==> src/rtl/tfifo_pkg.sv <==
package tfifo_pkg;
  localparam int CFG_W       = 16;
  localparam int RX_EN_BIT   = 15;
  localparam int HIGH_LSB    = 8;
  localparam int TX_EN_BIT   = 7;
  localparam int LOW_LSB     = 0;
  localparam int FIELD_MAX_W = 7;
endpackage

==> src/rtl/tfifo_ring.sv <==
module tfifo_ring #(
  parameter int DATA_W = 16,
  parameter int DEPTH  = 32,
  parameter int PTR_W  = $clog2(DEPTH),
  parameter int CNT_W  = PTR_W + 1
) (
  input  logic              clk,
  input  logic              rst_n,
  input  logic              push_req,
  input  logic [DATA_W-1:0] push_data,
  input  logic              pop_req,
  output logic [DATA_W-1:0] head_data,
  output logic [CNT_W-1:0]  count,
  output logic              full,
  output logic              empty
);
  localparam logic [CNT_W-1:0] FULL_CNT = CNT_W'(DEPTH);
  localparam logic [PTR_W-1:0] LAST_PTR = PTR_W'(DEPTH - 1);

  logic [DATA_W-1:0] mem [DEPTH];
  logic [PTR_W-1:0]  wr_ptr, rd_ptr;
  logic              push_fire, pop_fire;

  assign full      = (count == FULL_CNT);
  assign empty     = (count == '0);
  assign push_fire = push_req && !full;
  assign pop_fire  = pop_req && !empty;
  assign head_data = mem[rd_ptr];

  always_ff @(posedge clk) begin
    if (push_fire) mem[wr_ptr] <= push_data;
  end

  always_ff @(posedge clk or negedge rst_n) begin
    if (!rst_n) begin
      wr_ptr <= '0;
      rd_ptr <= '0;
      count  <= '0;
    end else begin
      if (push_fire) wr_ptr <= (wr_ptr == LAST_PTR) ? '0 : wr_ptr + PTR_W'(1);
      if (pop_fire)  rd_ptr <= (rd_ptr == LAST_PTR) ? '0 : rd_ptr + PTR_W'(1);
      unique case ({push_fire, pop_fire})
        2'b10:   count <= count + CNT_W'(1);
        2'b01:   count <= count - CNT_W'(1);
        default: count <= count;
      endcase
    end
  end

  p_no_overflow_r2: assert property (@(posedge clk) disable iff (!rst_n)
    count <= FULL_CNT);
  p_full_drop_r2: assert property (@(posedge clk) disable iff (!rst_n)
    (full && !pop_req) |=> (full && $stable(wr_ptr)));
  p_empty_hold_r3: assert property (@(posedge clk) disable iff (!rst_n)
    (empty && pop_req && !push_req) |=> (empty && $stable(rd_ptr)));
  p_both_count_r4: assert property (@(posedge clk) disable iff (!rst_n)
    (push_req && pop_req && !empty && !full) |=> $stable(count));
endmodule

==> src/rtl/tfifo_cfg.sv <==
module tfifo_cfg
  import tfifo_pkg::*;
#(
  parameter int LVL_W = 5
) (
  input  logic             clk,
  input  logic             rst_n,
  input  logic             cfg_wr,
  input  logic [CFG_W-1:0] cfg_wdata,
  output logic             rx_en,
  output logic [LVL_W-1:0] high_lvl,
  output logic             tx_en,
  output logic [LVL_W-1:0] low_lvl,
  output logic [CFG_W-1:0] cfg_rdata
);
  always_ff @(posedge clk or negedge rst_n) begin
    if (!rst_n) begin
      rx_en    <= 1'b0;
      tx_en    <= 1'b0;
      high_lvl <= '1;
      low_lvl  <= '0;
    end else if (cfg_wr) begin
      rx_en    <= cfg_wdata[RX_EN_BIT];
      tx_en    <= cfg_wdata[TX_EN_BIT];
      high_lvl <= cfg_wdata[HIGH_LSB +: LVL_W];
      low_lvl  <= cfg_wdata[LOW_LSB +: LVL_W];
    end
  end

  always_comb begin
    cfg_rdata                     = '0;
    cfg_rdata[RX_EN_BIT]          = rx_en;
    cfg_rdata[TX_EN_BIT]          = tx_en;
    cfg_rdata[HIGH_LSB +: LVL_W]  = high_lvl;
    cfg_rdata[LOW_LSB +: LVL_W]   = low_lvl;
  end

  p_cfg_hold_r5: assert property (@(posedge clk) disable iff (!rst_n)
    !cfg_wr |=> $stable(cfg_rdata));
endmodule

==> src/rtl/tfifo_level.sv <==
module tfifo_level #(
  parameter int LVL_W = 5,
  parameter int CNT_W = LVL_W + 1
) (
  input  logic [CNT_W-1:0] count,
  input  logic [LVL_W-1:0] high_lvl,
  input  logic [LVL_W-1:0] low_lvl,
  input  logic             rx_en,
  input  logic             tx_en,
  input  logic             rx_dir,
  input  logic             xfer_active,
  output logic             rx_dma_req,
  output logic             tx_dma_req,
  output logic             stat_rx_flag,
  output logic             stat_tx_flag
);
  logic idle_empty, rx_hit, tx_hit;

  assign idle_empty = !xfer_active && (count == '0);
  assign rx_hit = !idle_empty && rx_dir  && (count > CNT_W'(high_lvl));
  assign tx_hit = !idle_empty && !rx_dir && (count < CNT_W'(low_lvl));

  assign rx_dma_req   = rx_hit && rx_en;
  assign stat_rx_flag = rx_hit && !rx_en;
  assign tx_dma_req   = tx_hit && tx_en;
  assign stat_tx_flag = tx_hit && !tx_en;
endmodule

==> src/rtl/thresh_fifo_dma.sv <==
module thresh_fifo_dma
  import tfifo_pkg::*;
#(
  parameter int DATA_W = 16,
  parameter int DEPTH  = 32
) (
  input  logic              clk,
  input  logic              rst_n,
  input  logic              cpu_push_valid,
  output logic              cpu_push_ready,
  input  logic [DATA_W-1:0] cpu_push_data,
  input  logic              cpu_pop_req,
  output logic [DATA_W-1:0] cpu_pop_data,
  input  logic              card_push_valid,
  output logic              card_push_ready,
  input  logic [DATA_W-1:0] card_push_data,
  output logic              card_pop_valid,
  input  logic              card_pop_ready,
  output logic [DATA_W-1:0] card_pop_data,
  input  logic              cfg_wr,
  input  logic [CFG_W-1:0]  cfg_wdata,
  output logic [CFG_W-1:0]  cfg_rdata,
  input  logic              rx_dir,
  input  logic              xfer_active,
  output logic              rx_dma_req,
  output logic              tx_dma_req,
  output logic              stat_rx_flag,
  output logic              stat_tx_flag
);
  localparam int LVL_W = $clog2(DEPTH);
  localparam int CNT_W = LVL_W + 1;

  logic              push_req, pop_req, full, empty;
  logic [DATA_W-1:0] push_data, head_data;
  logic [CNT_W-1:0]  count;
  logic              rx_en, tx_en;
  logic [LVL_W-1:0]  high_lvl, low_lvl;

  assign push_req  = cpu_push_valid || card_push_valid;
  assign push_data = cpu_push_valid ? cpu_push_data : card_push_data;
  assign pop_req   = cpu_pop_req || card_pop_ready;

  assign cpu_push_ready  = !full;
  assign card_push_ready = !full && !cpu_push_valid;
  assign card_pop_valid  = !empty && !cpu_pop_req;
  assign cpu_pop_data    = head_data;
  assign card_pop_data   = head_data;

  tfifo_ring #(.DATA_W(DATA_W), .DEPTH(DEPTH), .PTR_W(LVL_W), .CNT_W(CNT_W)) u_ring (
    .clk, .rst_n, .push_req, .push_data, .pop_req,
    .head_data, .count, .full, .empty
  );

  tfifo_cfg #(.LVL_W(LVL_W)) u_cfg (
    .clk, .rst_n, .cfg_wr, .cfg_wdata,
    .rx_en, .high_lvl, .tx_en, .low_lvl, .cfg_rdata
  );

  tfifo_level #(.LVL_W(LVL_W), .CNT_W(CNT_W)) u_level (
    .count, .high_lvl, .low_lvl, .rx_en, .tx_en, .rx_dir, .xfer_active,
    .rx_dma_req, .tx_dma_req, .stat_rx_flag, .stat_tx_flag
  );

  initial begin
    p_field_fits_r5: assert (LVL_W <= FIELD_MAX_W);
  end

  p_enable_clears_r10: assert property (@(posedge clk) disable iff (!rst_n)
    (cfg_wr && cfg_wdata[RX_EN_BIT]) |=> !stat_rx_flag);
  p_enable_clears_tx_r10: assert property (@(posedge clk) disable iff (!rst_n)
    (cfg_wr && cfg_wdata[TX_EN_BIT]) |=> !stat_tx_flag);
  p_idle_quiet_r9: assert property (@(posedge clk) disable iff (!rst_n)
    (!xfer_active && empty) |->
      !(rx_dma_req || tx_dma_req || stat_rx_flag || stat_tx_flag));
  p_dir_gate_r8: assert property (@(posedge clk) disable iff (!rst_n)
    rx_dir |-> !(tx_dma_req || stat_tx_flag));
  p_card_prio_r11: assert property (@(posedge clk) disable iff (!rst_n)
    cpu_push_valid |-> !card_push_ready);
endmodule

==> config.mk <==
export PLATFORM = sky130hd
export DESIGN_NAME = thresh_fifo_dma
export DESIGN_NICKNAME = d
export VERILOG_FILES = /design/src/rtl/tfifo_pkg.sv /design/src/rtl/tfifo_ring.sv /design/src/rtl/tfifo_cfg.sv /design/src/rtl/tfifo_level.sv /design/src/rtl/thresh_fifo_dma.sv
export SDC_FILE = /design/constraint.sdc
export NUM_CORES = 1
export LEC_CHECK = 0
export ABC_AREA = 1
export BUFFER_PORTS_ARGS = -buffer_cell sky130_fd_sc_hd__buf_2
export CORE_MARGIN = 2
export CORE_UTILIZATION = 50
export CTS_BUF_LIST = sky130_fd_sc_hd__clkbuf_16
export DETAILED_ROUTE_END_ITERATION = 7
export PLACE_DENSITY = 0.67
export SYNTH_ARGS = -nofsm -noshare
export SYNTH_HDL_FRONTEND = slang
export SYNTH_SLANG_ARGS = --single-unit
==> constraint.sdc <==
create_clock -name clk -period 8.55 [get_ports clk]
set_clock_uncertainty 0.2 [all_clocks]
set_input_delay 0.855 -clock clk [delete_from_list [all_inputs] [get_ports clk]]
set_output_delay 0.855 -clock clk [all_outputs]
set_load 0.1 [all_outputs]
==> impl_metrics.csv <==
group,metric,value,unit
yosys,ys_types,29,
worst_setup_path,cp-end-kind,"primary output",
global_routing,gr-total-overflow,0,
route,first_iter_violations,1376,
cts,cts-root-buf,"clkbuf_16",
worst_setup_path,cp_slowest_cell,"inv_6",
yosys,netlist_instances,2181,
yosys,synth_xor_area_frac,0.00225,
route,wl,57.2,mm
global_routing,grt_antenna_before_repair,1,
sta,tightest_slew,1.14,ns
route,ant_nets,0,
worst_setup_path,crit_top_cell,"nand2_1",
cts,numCtsBuffers,54,
worst_setup_path,max_stage_delay,0.78,ns
power_and_ir_drop,p_leak,10.2,nW
place,dp_hpwl,31.6,mm
yosys,synth_top_area_frac,0.657,
die,die_w,220,um
yosys,ys_ff_latch,540,
sta,finalHoldViolCount,0,
global_routing,track_usage,0.240,
layout,area_growth,10.7,%
worst_setup_path,crit_family,"buffers and inverters",
global_routing,grtUsageMet3,0.0426,
worst_setup_path,path_class,"reg -> out",
sta,layout_min_cycle_time,5.16,ns
cts,clock_path_buffers,3,
job,cap_violations,0,
cts,clk_pin_slew,0.06,ns
yosys,synth_compound_area_frac,0.0606,
die,dieArea,0.0486,mm2
yosys,synth_area_leaders,"edfxtp_1 66%, nand2_1 9.6%, nor2_1 5.0%",
layout,num_antenna_cells,0,
worst_setup_path,reg2reg_depth,6,
yosys,synthMuxAreaShare,0.00818,
sta,worst_slack,3.39,ns
worst_setup_path,crit_path_start_kind,"register",
sta,fin_setup_tns,0,ns
worst_setup_path,critPathBufInv,3,
layout,post-route-util,0.559,
yosys,synth_top_area_cell,"edfxtp_1",
power_and_ir_drop,worst_ir_drop_vdd,606,uV
die,pin_count,112,
global_routing,top_usage_layer,"met2",
worst_setup_path,reg2reg_to,"u_ring.mem[21][8]$_DFFE_PP_",
global_routing,grt.met2_usage,0.388,
sta,slew_violations,0,
yosys,syn_area,0.0234,mm2
worst_setup_path,r2r_start,"u_ring.count[3]$_DFFE_PN0P_",
layout,fillers,3843,
place,port_buffers,103,
sta,min_period_over_period,0.603,
place,routabilityCongestion,0.799,
worst_setup_path,path_cells,"inv_6, buf_4, nand2_1, nand2_1, nand2_1, o21ai_1, nand2_1, nand3_1, nand3_1, nand2_1, buf_2",
cts,cts_hold_buffers,0,
global_routing,grt_max_degree,143,
sta,slew_headroom,0.239,
worst_setup_path,arrival,4.10,ns
global_routing,gr-usage-met1,0.326,
route,vias_per_cell,5.42,
sta,setup_violations,0,
yosys,yosysSeqAreaShare,0.687,
place,placed_area,0.0242,mm2
route,drt_first_pass_iters,5,
worst_hold_path,holdCritPathClass,"in -> async",
cts,postCtsSetupRepairBufs,0,
cts,cts_tree,"built",
yosys,syn_avg_cell_area,10.7,um2
route,detail_route.wl_per_cell,19.8,um
place,place_worst_setup_slack,4.00,ns
route,drc_errors,0,
yosys,synth_fa_ha_area_frac,0.0102,
cts,cts_resized,0,
global_routing,grt_pass1_vias,14800,
worst_setup_path,rrSetupSlack,5.04,ns
yosys,ys_warn_count,0,
sta,grt_setup_unrepaired,"no",
global_routing,grt_pass1_wl,86.4,mm
status,status,"completed",
worst_setup_path,worstPathMaxFanout,142,
layout,drive_gt1_frac,0.107,
route,vias,15600,
yosys,synth_top_family_by_area,"simple AND/OR/NAND/NOR gates",
worst_setup_path,worstPathRequired,7.50,ns
layout,nets,2312,
die,coreArea,0.0464,mm2
yosys,synth-simple-area-share,0.175,
die,row_count,79,
die,dieHeight,220,um
layout,fin_area,0.0259,mm2
power_and_ir_drop,powerDensity,386,mW/mm2
sta,max_freq,0.194,GHz
die,start_util,0.505,
cts,cts.sinks,540,
cts,h-tree-depth,2,
power_and_ir_drop,total_power,10.0,mW
cts,insertion_delay,0.60,ns
routing by layer:
metal / share of wire / vias up
li1: - / 7427
met1: 0.42 / 7539
met2: 0.47 / 560
met3: 0.076 / 99
met4: 0.035 / 0
met5: 0 / -
cell usage after synthesis:
| cell | instances |
|---|---|
| buf_4 | 37 |
| nand3_1 | 121 |
| o21ai_1 | 97 |
| o21bai_1 | 1 |
| dfstp_2 | 5 |
| edfxtp_1 | 512 |
| conb_1 | 1 |
| buf_1 | 9 |
| o22ai_1 | 1 |
| clkinv_1 | 3 |
| nand4_1 | 3 |
| xor2_1 | 3 |
| nor3_1 | 5 |
| mux2_2 | 17 |
| ha_1 | 19 |
| xnor2_1 | 3 |
| inv_1 | 152 |
| o21ai_0 | 104 |
| buf_2 | 45 |
| buf_6 | 3 |
| inv_2 | 2 |
| o211ai_1 | 48 |
| clkbuf_1 | 46 |
| nor3b_1 | 1 |
| a21oi_1 | 6 |
| o221ai_1 | 1 |
| nor2_1 | 312 |
| nand2_1 | 601 |
| dfrtp_1 | 23 |
final cells by class:
cell class / count / area (um2) / share of cell area
sequential: 540 / 16100 / 0.621
multi-input combinational: 1347 / 6030 / 0.233
clock buffer: 55 / 1380 / 0.0531
timing repair buffer: 136 / 763 / 0.0295
tap: 607 / 759 / 0.0293
inverter: 157 / 599 / 0.0231
clock inverter: 43 / 295 / 0.0114
worst reg2reg max path, delay by kind of cell, from the launching register on:
kind / cells / cell delay [ns]
and+or+nand+nor: 6 / 2.39
DFF: 1 / 0.53
flip-flops by register name, summed over array words and instances (netlist names):
signal and count:
u_ring.mem 512, u_ring.count 6, u_cfg.high_lvl 5, u_cfg.low_lvl 5, u_ring.rd_ptr 5, u_ring.wr_ptr 5, u_cfg.rx_en 1, u_cfg.tx_en 1
worst max-delay path by stage:
stage                     slack (ns)  depth (start not counted)                         start                end
after floorplan                 4.47                          7  u_cfg.low_lvl[3]$_DFFE_PN0P_       stat_tx_flag
after CTS                       3.37                          9  u_ring.rd_ptr[0]$_DFFE_PN0P_   card_pop_data[6]
final                           3.39                         11  u_ring.rd_ptr[0]$_DFFE_PN0P_   card_pop_data[1]
after detailed placement        4.00                          9  u_ring.rd_ptr[0]$_DFFE_PN0P_   card_pop_data[6]
after global placement          4.03                          9  u_ring.rd_ptr[0]$_DFFE_PN0P_   card_pop_data[6]
after global routing            3.17                         11  u_ring.rd_ptr[0]$_DFFE_PN0P_  card_pop_data[13]
power breakdown:
group          leakage, nW  switching, mW  internal (mW)
clock network        0.855          0.975           1.28
registers             4.95          0.169           3.18
logic                 4.37           3.49          0.911
kinds of logic after synthesis:
family	Yosys count
DFF	540
buffers and inverters	297
adders and majority gates	19
other	1
xor gates and xnor gates	6
AOI/OAI and AO/OA	258
muxes	17
and+or+nand+nor	1043
layout by cell type, fill, tap and decap left out, types with 19 or more instances in the layout:
cell type / Yosys / routed
clkbuf_16: 0 / 55
buf_2: 45 / 103
o21ai_0: 104 / 104
o21ai_1: 97 / 97
edfxtp_1: 512 / 512
dfrtp_1: 23 / 20
o211ai_1: 48 / 48
buf_4: 37 / 33
nand2_1: 601 / 601
nand3_1: 121 / 121
clkinv_1: 3 / 25
ha_1: 19 / 19
nor2_1: 312 / 300
inv_1: 152 / 159
per-stage QoR:
stage	hold slack [ns]	cells
2_1_floorplan	0.325	2184
3_3_place_gp	0.303	2787
3_5_place_dp	0.295	2787
4_1_cts	0.0895	2885
5_1_grt	0.132	2885
6_report	0.0769	2885
Power figures use the tool's default switching activity.
